File: src/rtl/sp_delta_pkg.sv
package sp_delta_pkg;

  typedef enum logic [1:0] {
    KIND_OTHER = 2'd0,
    KIND_PUSH  = 2'd1,
    KIND_POP   = 2'd2,
    KIND_SPUSE = 2'd3
  } opKindT;

  typedef struct packed {
    logic accept;
    logic doSync;
    logic doRestore;
    logic doCkpt;
  } ctrlStrobeT;

endpackage

File: src/rtl/sp_delta_ctrl.sv
module sp_delta_ctrl
  import sp_delta_pkg::*;
(
  input  logic       clk,
  input  logic       rstN,
  input  logic       inValid,
  input  opKindT     inKind,
  input  logic       inBranch,
  input  logic       restoreValid,
  input  logic       deltaZero,
  input  logic       pushOvf,
  input  logic       popOvf,
  output logic       inReady,
  output ctrlStrobeT strobe
);

  logic needSync;

  // A sync is needed when the explicit value is requested with a pending
  // offset, or when an implicit update would leave the offset range.
  always_comb begin
    needSync = 1'b0;
    if (inValid) begin
      unique case (inKind)
        KIND_SPUSE: needSync = !deltaZero;
        KIND_PUSH:  needSync = pushOvf;
        KIND_POP:   needSync = popOvf;
        default:    needSync = 1'b0;
      endcase
    end
  end

  always_comb begin
    strobe.doRestore = restoreValid;
    strobe.doSync    = needSync && !restoreValid;
    strobe.accept    = inValid && !needSync && !restoreValid;
    strobe.doCkpt    = strobe.accept && inBranch;
    inReady          = !needSync || restoreValid;
  end

  // The stall never lasts longer than the one sync cycle.
  AST_STALL_ONE_CYCLE: assert property (@(posedge clk) disable iff (!rstN)
    !inReady |=> inReady);

endmodule

File: src/rtl/sp_delta_datapath.sv
module sp_delta_datapath
  import sp_delta_pkg::*;
#(
  parameter int DISP_W  = 16,
  parameter int DELTA_W = 12,
  parameter int CKPT_N  = 4,
  parameter int TAG_W   = 2
) (
  input  logic               clk,
  input  logic               rstN,
  input  ctrlStrobeT         strobe,
  input  opKindT             inKind,
  input  logic [1:0]         inSize,
  input  logic [DISP_W-1:0]  inDisp,
  input  logic [TAG_W-1:0]   inTag,
  input  logic [TAG_W-1:0]   restoreTag,
  output logic               deltaZero,
  output logic               pushOvf,
  output logic               popOvf,
  output logic               outValid,
  output opKindT             outKind,
  output logic [DISP_W-1:0]  outDisp,
  output logic               syncValid,
  output logic [DELTA_W-1:0] syncOffset
);

  localparam int WIDE_W = DELTA_W + 1;
  localparam int EXT_W  = DISP_W - DELTA_W;

  logic [DELTA_W-1:0] deltaQ;
  logic [WIDE_W-1:0]  deltaWide;
  logic [WIDE_W-1:0]  sizeWide;
  logic [WIDE_W-1:0]  pushSum;
  logic [WIDE_W-1:0]  popSum;
  logic [DELTA_W-1:0] nextDeltaOp;
  logic [DELTA_W-1:0] patchDelta;
  logic [DISP_W-1:0]  patchExt;
  logic [DELTA_W-1:0] ckptMem [CKPT_N];

  // One extra bit makes the range check a sign-bit comparison.
  always_comb begin
    deltaWide = {deltaQ[DELTA_W-1], deltaQ};
    sizeWide  = WIDE_W'(1) << inSize;
    pushSum   = deltaWide - sizeWide;
    popSum    = deltaWide + sizeWide;
    pushOvf   = pushSum[WIDE_W-1] != pushSum[DELTA_W-1];
    popOvf    = popSum[WIDE_W-1] != popSum[DELTA_W-1];
    deltaZero = deltaQ == '0;
  end

  // A push addresses with the lowered offset, a pop with the offset it found.
  always_comb begin
    unique case (inKind)
      KIND_PUSH: begin
        nextDeltaOp = pushSum[DELTA_W-1:0];
        patchDelta  = pushSum[DELTA_W-1:0];
      end
      KIND_POP: begin
        nextDeltaOp = popSum[DELTA_W-1:0];
        patchDelta  = deltaQ;
      end
      default: begin
        nextDeltaOp = deltaQ;
        patchDelta  = '0;
      end
    endcase
    patchExt = {{EXT_W{patchDelta[DELTA_W-1]}}, patchDelta};
  end

  // Checkpoint store: one register per tag.
  for (genvar gi = 0; gi < CKPT_N; gi++) begin : g_ckpt
    always_ff @(posedge clk) begin
      if (!rstN) begin
        ckptMem[gi] <= '0;
      end else if (strobe.doCkpt && inTag == TAG_W'(gi)) begin
        ckptMem[gi] <= nextDeltaOp;
      end
    end
  end

  // Offset register: restore first, then sync, then normal updates.
  always_ff @(posedge clk) begin
    if (!rstN) begin
      deltaQ <= '0;
    end else if (strobe.doRestore) begin
      deltaQ <= ckptMem[restoreTag];
    end else if (strobe.doSync) begin
      deltaQ <= '0;
    end else if (strobe.accept) begin
      deltaQ <= nextDeltaOp;
    end
  end

  always_ff @(posedge clk) begin
    if (!rstN) begin
      outValid   <= 1'b0;
      outKind    <= KIND_OTHER;
      outDisp    <= '0;
      syncValid  <= 1'b0;
      syncOffset <= '0;
    end else begin
      outValid  <= strobe.accept;
      syncValid <= strobe.doSync;
      if (strobe.accept) begin
        outKind <= inKind;
        outDisp <= inDisp + patchExt;
      end
      if (strobe.doSync) begin
        syncOffset <= deltaQ;
      end
    end
  end

  AST_SYNC_NONZERO: assert property (@(posedge clk) disable iff (!rstN)
    syncValid |-> syncOffset != '0);

  AST_ZERO_AFTER_SYNC: assert property (@(posedge clk) disable iff (!rstN)
    syncValid |-> deltaQ == '0);

  AST_SPUSE_CLEAN: assert property (@(posedge clk) disable iff (!rstN)
    (outValid && outKind == KIND_SPUSE) |-> $past(deltaQ) == '0);

endmodule

File: src/rtl/sp_delta_tracker.sv
module sp_delta_tracker
  import sp_delta_pkg::*;
#(
  parameter int DISP_W  = 16,
  parameter int DELTA_W = 12,
  parameter int CKPT_N  = 4,
  localparam int TAG_W  = (CKPT_N > 1) ? $clog2(CKPT_N) : 1
) (
  input  logic               clk,
  input  logic               rstN,
  input  logic               inValid,
  output logic               inReady,
  input  logic [1:0]         inKind,
  input  logic [1:0]         inSize,
  input  logic [DISP_W-1:0]  inDisp,
  input  logic               inBranch,
  input  logic [TAG_W-1:0]   inTag,
  input  logic               restoreValid,
  input  logic [TAG_W-1:0]   restoreTag,
  output logic               outValid,
  output logic [1:0]         outKind,
  output logic [DISP_W-1:0]  outDisp,
  output logic               syncValid,
  output logic [DELTA_W-1:0] syncOffset
);

  ctrlStrobeT strobe;
  opKindT     kindIn;
  opKindT     kindOut;
  logic       deltaZero;
  logic       pushOvf;
  logic       popOvf;

  assign kindIn  = opKindT'(inKind);
  assign outKind = kindOut;

  sp_delta_ctrl u_ctrl (
    .clk          (clk),
    .rstN         (rstN),
    .inValid      (inValid),
    .inKind       (kindIn),
    .inBranch     (inBranch),
    .restoreValid (restoreValid),
    .deltaZero    (deltaZero),
    .pushOvf      (pushOvf),
    .popOvf       (popOvf),
    .inReady      (inReady),
    .strobe       (strobe)
  );

  sp_delta_datapath #(
    .DISP_W  (DISP_W),
    .DELTA_W (DELTA_W),
    .CKPT_N  (CKPT_N),
    .TAG_W   (TAG_W)
  ) u_datapath (
    .clk        (clk),
    .rstN       (rstN),
    .strobe     (strobe),
    .inKind     (kindIn),
    .inSize     (inSize),
    .inDisp     (inDisp),
    .inTag      (inTag),
    .restoreTag (restoreTag),
    .deltaZero  (deltaZero),
    .pushOvf    (pushOvf),
    .popOvf     (popOvf),
    .outValid   (outValid),
    .outKind    (kindOut),
    .outDisp    (outDisp),
    .syncValid  (syncValid),
    .syncOffset (syncOffset)
  );

  AST_RESTORE_FLUSH: assert property (@(posedge clk) disable iff (!rstN)
    $past(restoreValid) |-> (!outValid && !syncValid));

endmodule

File: config.mk
export PLATFORM = sky130hd
export DESIGN_NAME = sp_delta_tracker
export DESIGN_NICKNAME = d
export VERILOG_FILES = /design/src/rtl/sp_delta_pkg.sv /design/src/rtl/sp_delta_ctrl.sv /design/src/rtl/sp_delta_datapath.sv /design/src/rtl/sp_delta_tracker.sv
export SDC_FILE = /design/constraint.sdc
export NUM_CORES = 1
export LEC_CHECK = 0
export ABC_CLOCK_PERIOD_IN_PS = 5300
export BUFFER_PORTS_ARGS = -buffer_cell sky130_fd_sc_hd__buf_2
export CAP_MARGIN = 30
export CORE_ASPECT_RATIO = 1.5
export CORE_MARGIN = 4
export CORE_UTILIZATION = 50
export DETAILED_ROUTE_END_ITERATION = 10
export PLACE_DENSITY = 0.75
export SLEW_MARGIN = 20
export SYNTH_ARGS = -nofsm -noshare
export SYNTH_HDL_FRONTEND = slang
export SYNTH_SLANG_ARGS = --single-unit
File: constraint.sdc
create_clock -name clk -period 5.3 [get_ports clk]
set_input_delay 0.53 -clock clk [delete_from_list [all_inputs] [get_ports clk]]
set_output_delay 0.53 -clock clk [all_outputs]
set_load 0.02 [all_outputs]
**Word-level counts from Yosys, hierarchy flattened**

Memory sizes are Yosys's and may differ from the RTL's.
Cells that the tools add are included.

- Output and inout bits: 33
- Flip-flop bits (word level): 44
- Memories kept: 1
- RAM bits: 48
- Word-level logic and storage cells: 62
- Input bits: 29

- Add/sub/neg operators: 3
- Reductions and logical operators: 15
- Shifts and indexed selects: 1
- Equality and inequality tests: 8
- Bitwise logic cells: 4
- Muxes and demuxes: 24

Memories:

| memory | depth | width | rd ports | clocked after Yosys merged registers in | wr ports | RTL line | source |
|---|---|---|---|---|---|---|---|
| u_datapath.ckptMem | 4 | 12 | 1 | 0 | 4 | sp_delta_datapath.sv:38 | `logic [DELTA_W-1:0] ckptMem [CKPT_N];` |

Operators with widths:

| operator | count |
|---|---|
| $mux 12 | 7 |
| $pmux 12 s2 | 2 |
| $add 16x16->16 | 1 |
| $mux 1 | 14 |
| $add 13x13->13 | 1 |
| $shl 1x2->13 const A | 1 |
| $sub 13x13->13 | 1 |
| $logic_not 12->1 | 1 |
| $eq 2x2->1 const B | 4 |
| $logic_and 1x1->1 | 8 |
| $eq 2x1->1 const B | 2 |
| $or 1x1->1 | 4 |
| $logic_not 1->1 | 3 |
| $pmux 1 s3 | 1 |
| $reduce_bool 3->1 | 1 |
| $logic_not 2->1 | 1 |
| $ne 1x1->1 | 2 |
| $logic_or 1x1->1 | 1 |

**Longest topological paths before layout**

- Depth in word-level cells: 14
- Mapped depth: 18
- Gate-level depth less buffers: 18

**Hierarchy**

A second synthesis with hierarchy kept.

- Cells, all modules: 605
- Area, all modules: 5686.7 µm²

Modules (own cells, without submodules):

| module | cells each | area an instance (µm²) | sequential area each (µm²) | times used |
|---|---|---|---|---|
| sp_delta_datapath | 595 | 5612.9 | 2322.2 | 1 |
| sp_delta_ctrl | 10 | 73.8 | 0.0 | 1 |

**Worst setup path after synthesis**

OpenSTA, ideal clock, no wires.

- Path kind: input to register
- From: input inSize[0]
- To: memory u_datapath.ckptMem[3][0], enable pin
- Stages: 11
- Arrival time: 3.537 ns
- Setup time: 0.398 ns
- Buffers on the path: 2
- Path slack: 1.365 ns
- Required time: 4.902 ns
- Cells stage by stage: nor2_1 > ha_1 > inv_1 > fa_1 > nor4b_1 > a211oi_1 > a311o_1 > or2_1 > buf_2 > buf_2 > o21ai_0

RTL lines:

| element | RTL line | source |
|---|---|---|
| start: declaration | sp_delta_tracker.sv:14 | `input logic [1:0] inSize,` |
| end: declaration | sp_delta_datapath.sv:38 |  |

**Final worst setup path**

- From: input inSize[0]
- To: register u_datapath.outDisp[14]

- Cells in the longest elaborated chain, start to end: 8
- Elaborated cells on any way between the ends: 12
- Those cells by class: add/sub: 3; eq/ne: 2; shift: 1; mux: 3; reduce/logical: 3

RTL lines:

| element | RTL line | source |
|---|---|---|
| $shl 1x2->13 (*) | sp_delta_datapath.sv:43 | `sizeWide = WIDE_W'(1) << inSize;` |
| branches (longest 7 deep; another with $add 16x16->16) | - |  |
| end signal: assignment | sp_delta_datapath.sv:106 | `outDisp <= inDisp + patchExt;` |
| end: declaration | sp_delta_datapath.sv:22 | `output logic [DISP_W-1:0] outDisp,` |

Mark *: on every way between the ends.
A chain may end at the register's enable or synchronous reset.

==> impl_metrics.csv <==
group,metric,value,unit
cts,post_cts_resize_count,0,
global_routing,grt_util_met3,4.24,%
global_routing,grt_overflow_total,0,
worst_setup_path,critPathKind,"in -> reg",
logic_synthesis,yosysTopAreaCell,"sky130_fd_sc_hd__edfxtp_1",
cts,cts_tree,"built",
worst_setup_path,timing.critical_path.max_delay_family,"compound AO/OA/AOI/OAI gates",
layout,finish.cell_count_without_fillers,806,
cts,clock-root-buffer,"sky130_fd_sc_hd__clkbuf_16",
logic_synthesis,synth-seq-area-share,40.9,%
cts,hold_buffers,0,
layout,nNetsFinal,710,
logic_synthesis,mappedNetlistNets,670,
pwr,switching_share,31.6,%
logic_synthesis,synth_top_cells_by_count,"76 x sky130_fd_sc_hd__nor2_1, 48 x sky130_fd_sc_hd__edfxtp_1, 46 x sky130_fd_sc_hd__a21oi_1, 46 x sky130_fd_sc_hd__nand2_1, 44 x sky130_fd_sc_hd__dfxtp_1",
logic_synthesis,post_synth_num_cell_types,70,
floorplanning,floorplan.rows,47,
pwr,power.net_switching,579,uW
global_routing,global_route.peak_usage_layer,"met2",
sta,final-max-slew-violation-count,0,
placed_design,gp_congestion,0.913,
logic_synthesis,yosys_warnings,0,
worst_setup_path,critical_path_arrival,4.35,ns
route,drc,0,
global_routing,largest_net_degree_at_the_start_of_global_routing,28,
cts,clock_tree.htree_level_count,3,
logic_synthesis,most_frequent_cell_after_synthesis,"sky130_fd_sc_hd__nor2_1",
run,timing.max_cap.violations,0,
worst_setup_path,critPathBufInv,2,
sta,skew,0.00953,ns
floorplanning,fp.dieArea,13200,um2
pwr,powerDensity,286,nW/um2
route,detail_routed_via_count_per_cell,6.23,
sta,final-setup-viol-count,0,
sta,finalCritPeriodShare,77.7,%
floorplanning,die_width,95,um
sta,hold_viol,0,
cts,post-cts-setup-buffers,0,
logic_synthesis,synth_seq_cells,92,
global_routing,grt_util_met2,44.3,%
sta,fin_setup_tns,0,ns
floorplanning,fp.coreArea,11100,um2
pwr,clockPowerShare,35.9,%
cts,clock-sinks,92,
pwr,internal_power,1250,uW
worst_setup_path,crit_chain,"buf_2 > nor2_1 > ha_1 > inv_1 > fa_1 > a21o_1 > a21oi_1 > o21ai_0 > a21oi_1 > nor2_1 > ha_1 > and2_1 > o21ai_0 > a31oi_1 > a211o_1 > nor3b_1 > nand4b_1 > o211ai_1",
placed_design,placedCellCount,790,
route,avgRoutedWirePerCell,19.4,um
logic_synthesis,ys_top_cells_by_area,"sky130_fd_sc_hd__edfxtp_1 25%, sky130_fd_sc_hd__dfxtp_1 16%, sky130_fd_sc_hd__ha_1 5.3%",
layout,final_design_area_no_fill,6390,um2
logic_synthesis,synth_edf_count,48,
placed_design,place.port_buffers,61,
pwr,power.static_leakage,0.00264,uW
worst_setup_path,worstSetupEndpointType,"flip-flop",
cts,cts_inserted_buffers,9,
logic_synthesis,postSynthCellCount,614,
logic_synthesis,dominantRegCellSynth,"sky130_fd_sc_hd__edfxtp_1",
pwr,worst_ir_drop_on_vdd,185,uV
cts,clock_latency,0.35,ns
logic_synthesis,post_synth.cell_area_avg,9.25,um2
logic_synthesis,netlist_area,5680,um2
floorplanning,initial_utilization,51.3,%
global_routing,grt_antenna_before_repair,0,
logic_synthesis,synthArstFlopShare,0,%
route,detailedRoute.firstIterationViolations,269,
layout,flow.area_growth_from_synthesis,12.6,%
global_routing,groute.usage.overall,23.8,%
global_routing,number_of_global_route_vias_before_repair,4872,
layout,antennaDiodeCount,0,
global_routing,grt_first_pass_wirelength,24200,um
layout,register_area,2320,um2
sta,relSlewSlack,44.7,%
route,drt-total-wl,15700,um
worst_setup_path,worst-path-max-fanout,7,
floorplanning,i_o_pins,62,
route,ant_nets,0,
logic_synthesis,synth_largest_type_area_fraction,25.4,%
worst_setup_path,required,5.53,ns
sta,peak_freq,0.243,GHz
placed_design,hpwl,11500,um
route,dr.pass1.iters,7,
sta,final.hold.worst_slack,0.451,ns
worst_hold_path,holdCritPathClass,"reg -> reg",
global_routing,grt_util_met1,25.9,%
layout,post_route_cells_drive_above_1_share,16.7,%
sta,period_needed,4.12,ns
cts,max_clock_buf_depth,2,
cts,clkTransAtPathRegs,0.07,ns
worst_setup_path,cp-start-kind,"primary input",
floorplanning,die_h,139,um
route,vias,5023,
sta,tightestPinTransition,0.827,ns
layout,multi_input_comb_area,3090,um2
status,run_status,"completed",
pwr,seq_power_share,44.2,%
worst_setup_path,crit_slowest_cell,"sky130_fd_sc_hd__fa_1",
sta,rsz_0062_raised_after_global_routing,"no",
pwr,p_comb_share,19.9,%
worst_setup_path,cpPeakStageDelay,0.43,ns
placed_design,detailed_place.area,6090,um2
layout,layout.filler_cells,1003,
-- kinds of logic (layout without fill, tap and decap cells) --
family,count (synthesis),count (layout),synth area share [%]
adder cells (fa/ha/maj),27,27,6.35
AND/OR/NAND/NOR,223,223,19.2
XOR/XNOR,12,12,1.85
buffers and inverters,69,114,4.69
AO/OA/AOI/OAI,159,159,18.7
multiplexers,32,32,8.31
flip-flops,92,92,40.9
-- state kept, by name, indices dropped and copies added, names as in the netlist --
signal and flops:
u_datapath.outDisp 16, u_datapath.syncOffset 12, u_datapath.syncValid 1, u_datapath.deltaQ 12
u_datapath.outValid 1, u_datapath.ckptMem 48, u_datapath.outKind 2
-- cells in the final DEF (no fill, tap or decap), types with 11 or more instances in the layout --
master / Yosys / routed
sky130_fd_sc_hd__inv_1: 28 / 28
sky130_fd_sc_hd__nand2_1: 46 / 46
sky130_fd_sc_hd__nor3_1: 21 / 21
sky130_fd_sc_hd__mux2i_1: 19 / 19
sky130_fd_sc_hd__nand2b_1: 11 / 11
sky130_fd_sc_hd__nand3_1: 11 / 11
sky130_fd_sc_hd__mux4_2: 12 / 12
sky130_fd_sc_hd__nor2b_1: 12 / 12
sky130_fd_sc_hd__o21ai_0: 30 / 30
sky130_fd_sc_hd__buf_2: 6 / 61
sky130_fd_sc_hd__ha_1: 24 / 24
sky130_fd_sc_hd__dfxtp_1: 44 / 44
sky130_fd_sc_hd__a21oi_1: 46 / 46
sky130_fd_sc_hd__nor2_1: 76 / 76
sky130_fd_sc_hd__edfxtp_1: 48 / 48
-- final timing paths --
check                              from                     end  slack [ns]  depth (start not counted)
setup / recovery              inSize[0]  u_datapath.outDisp[14]        1.18                         18
hold reg to reg   u_datapath.outDisp[3]   u_datapath.outDisp[3]        0.45                          2
hold / removal    u_datapath.outDisp[3]   u_datapath.outDisp[3]        0.45                          2
setup reg to reg   u_datapath.deltaQ[0]  u_datapath.outDisp[14]        1.24                         17
-- final cells by class --
class	instances	area share, %
repair buffers	70	6.15
multi-input cells	453	48.3
clock buffers	9	3.52
clock inverters	7	1.16
flip-flops and latches	92	36.3
well taps	147	2.88
inverters	28	1.64
-- metal layers --
| layer | part of all wire [%] | vias up |
|---|---|---|
| met4 | 3.3 | 0 |
| met3 | 5.2 | 44 |
| met5 | 0 | - |
| li1 | - | 2354 |
| met1 | 37 | 2425 |
| met2 | 55 | 200 |
-- power by group through the flow --
| stage | Combinational [uW] | Sequential (uW) | Clock (uW) |
|---|---|---|---|
| 6_report | 364 | 809 | 657 |
| 5_1_grt | 398 | 812 | 692 |
| 4_1_cts | 362 | 808 | 665 |
| 3_5_place_dp | 360 | 824 | 0 |
| 3_3_place_gp | 351 | 822 | 0 |
| 2_1_floorplan | 256 | 822 | 0 |
-- worst min-delay path: stages (launching register included) --
cell and delay (ns):
sky130_fd_sc_hd__dfxtp_1 0.31, sky130_fd_sc_hd__nand2_1 0.05, sky130_fd_sc_hd__a21oi_1 0.05
-- metrics by stage --
stage	util [%]	total power [uW]	setup slack (ns)
after CTS	57.8	1840	1.21
after global placement	54.9	1170	1.03
after detailed placement	55.1	1180	0.868
after floorplan	-	1080	1.36
final	57.8	1830	1.18
after global routing	57.8	1900	0.787
Note: power is estimated with default switching activity, not from simulation.
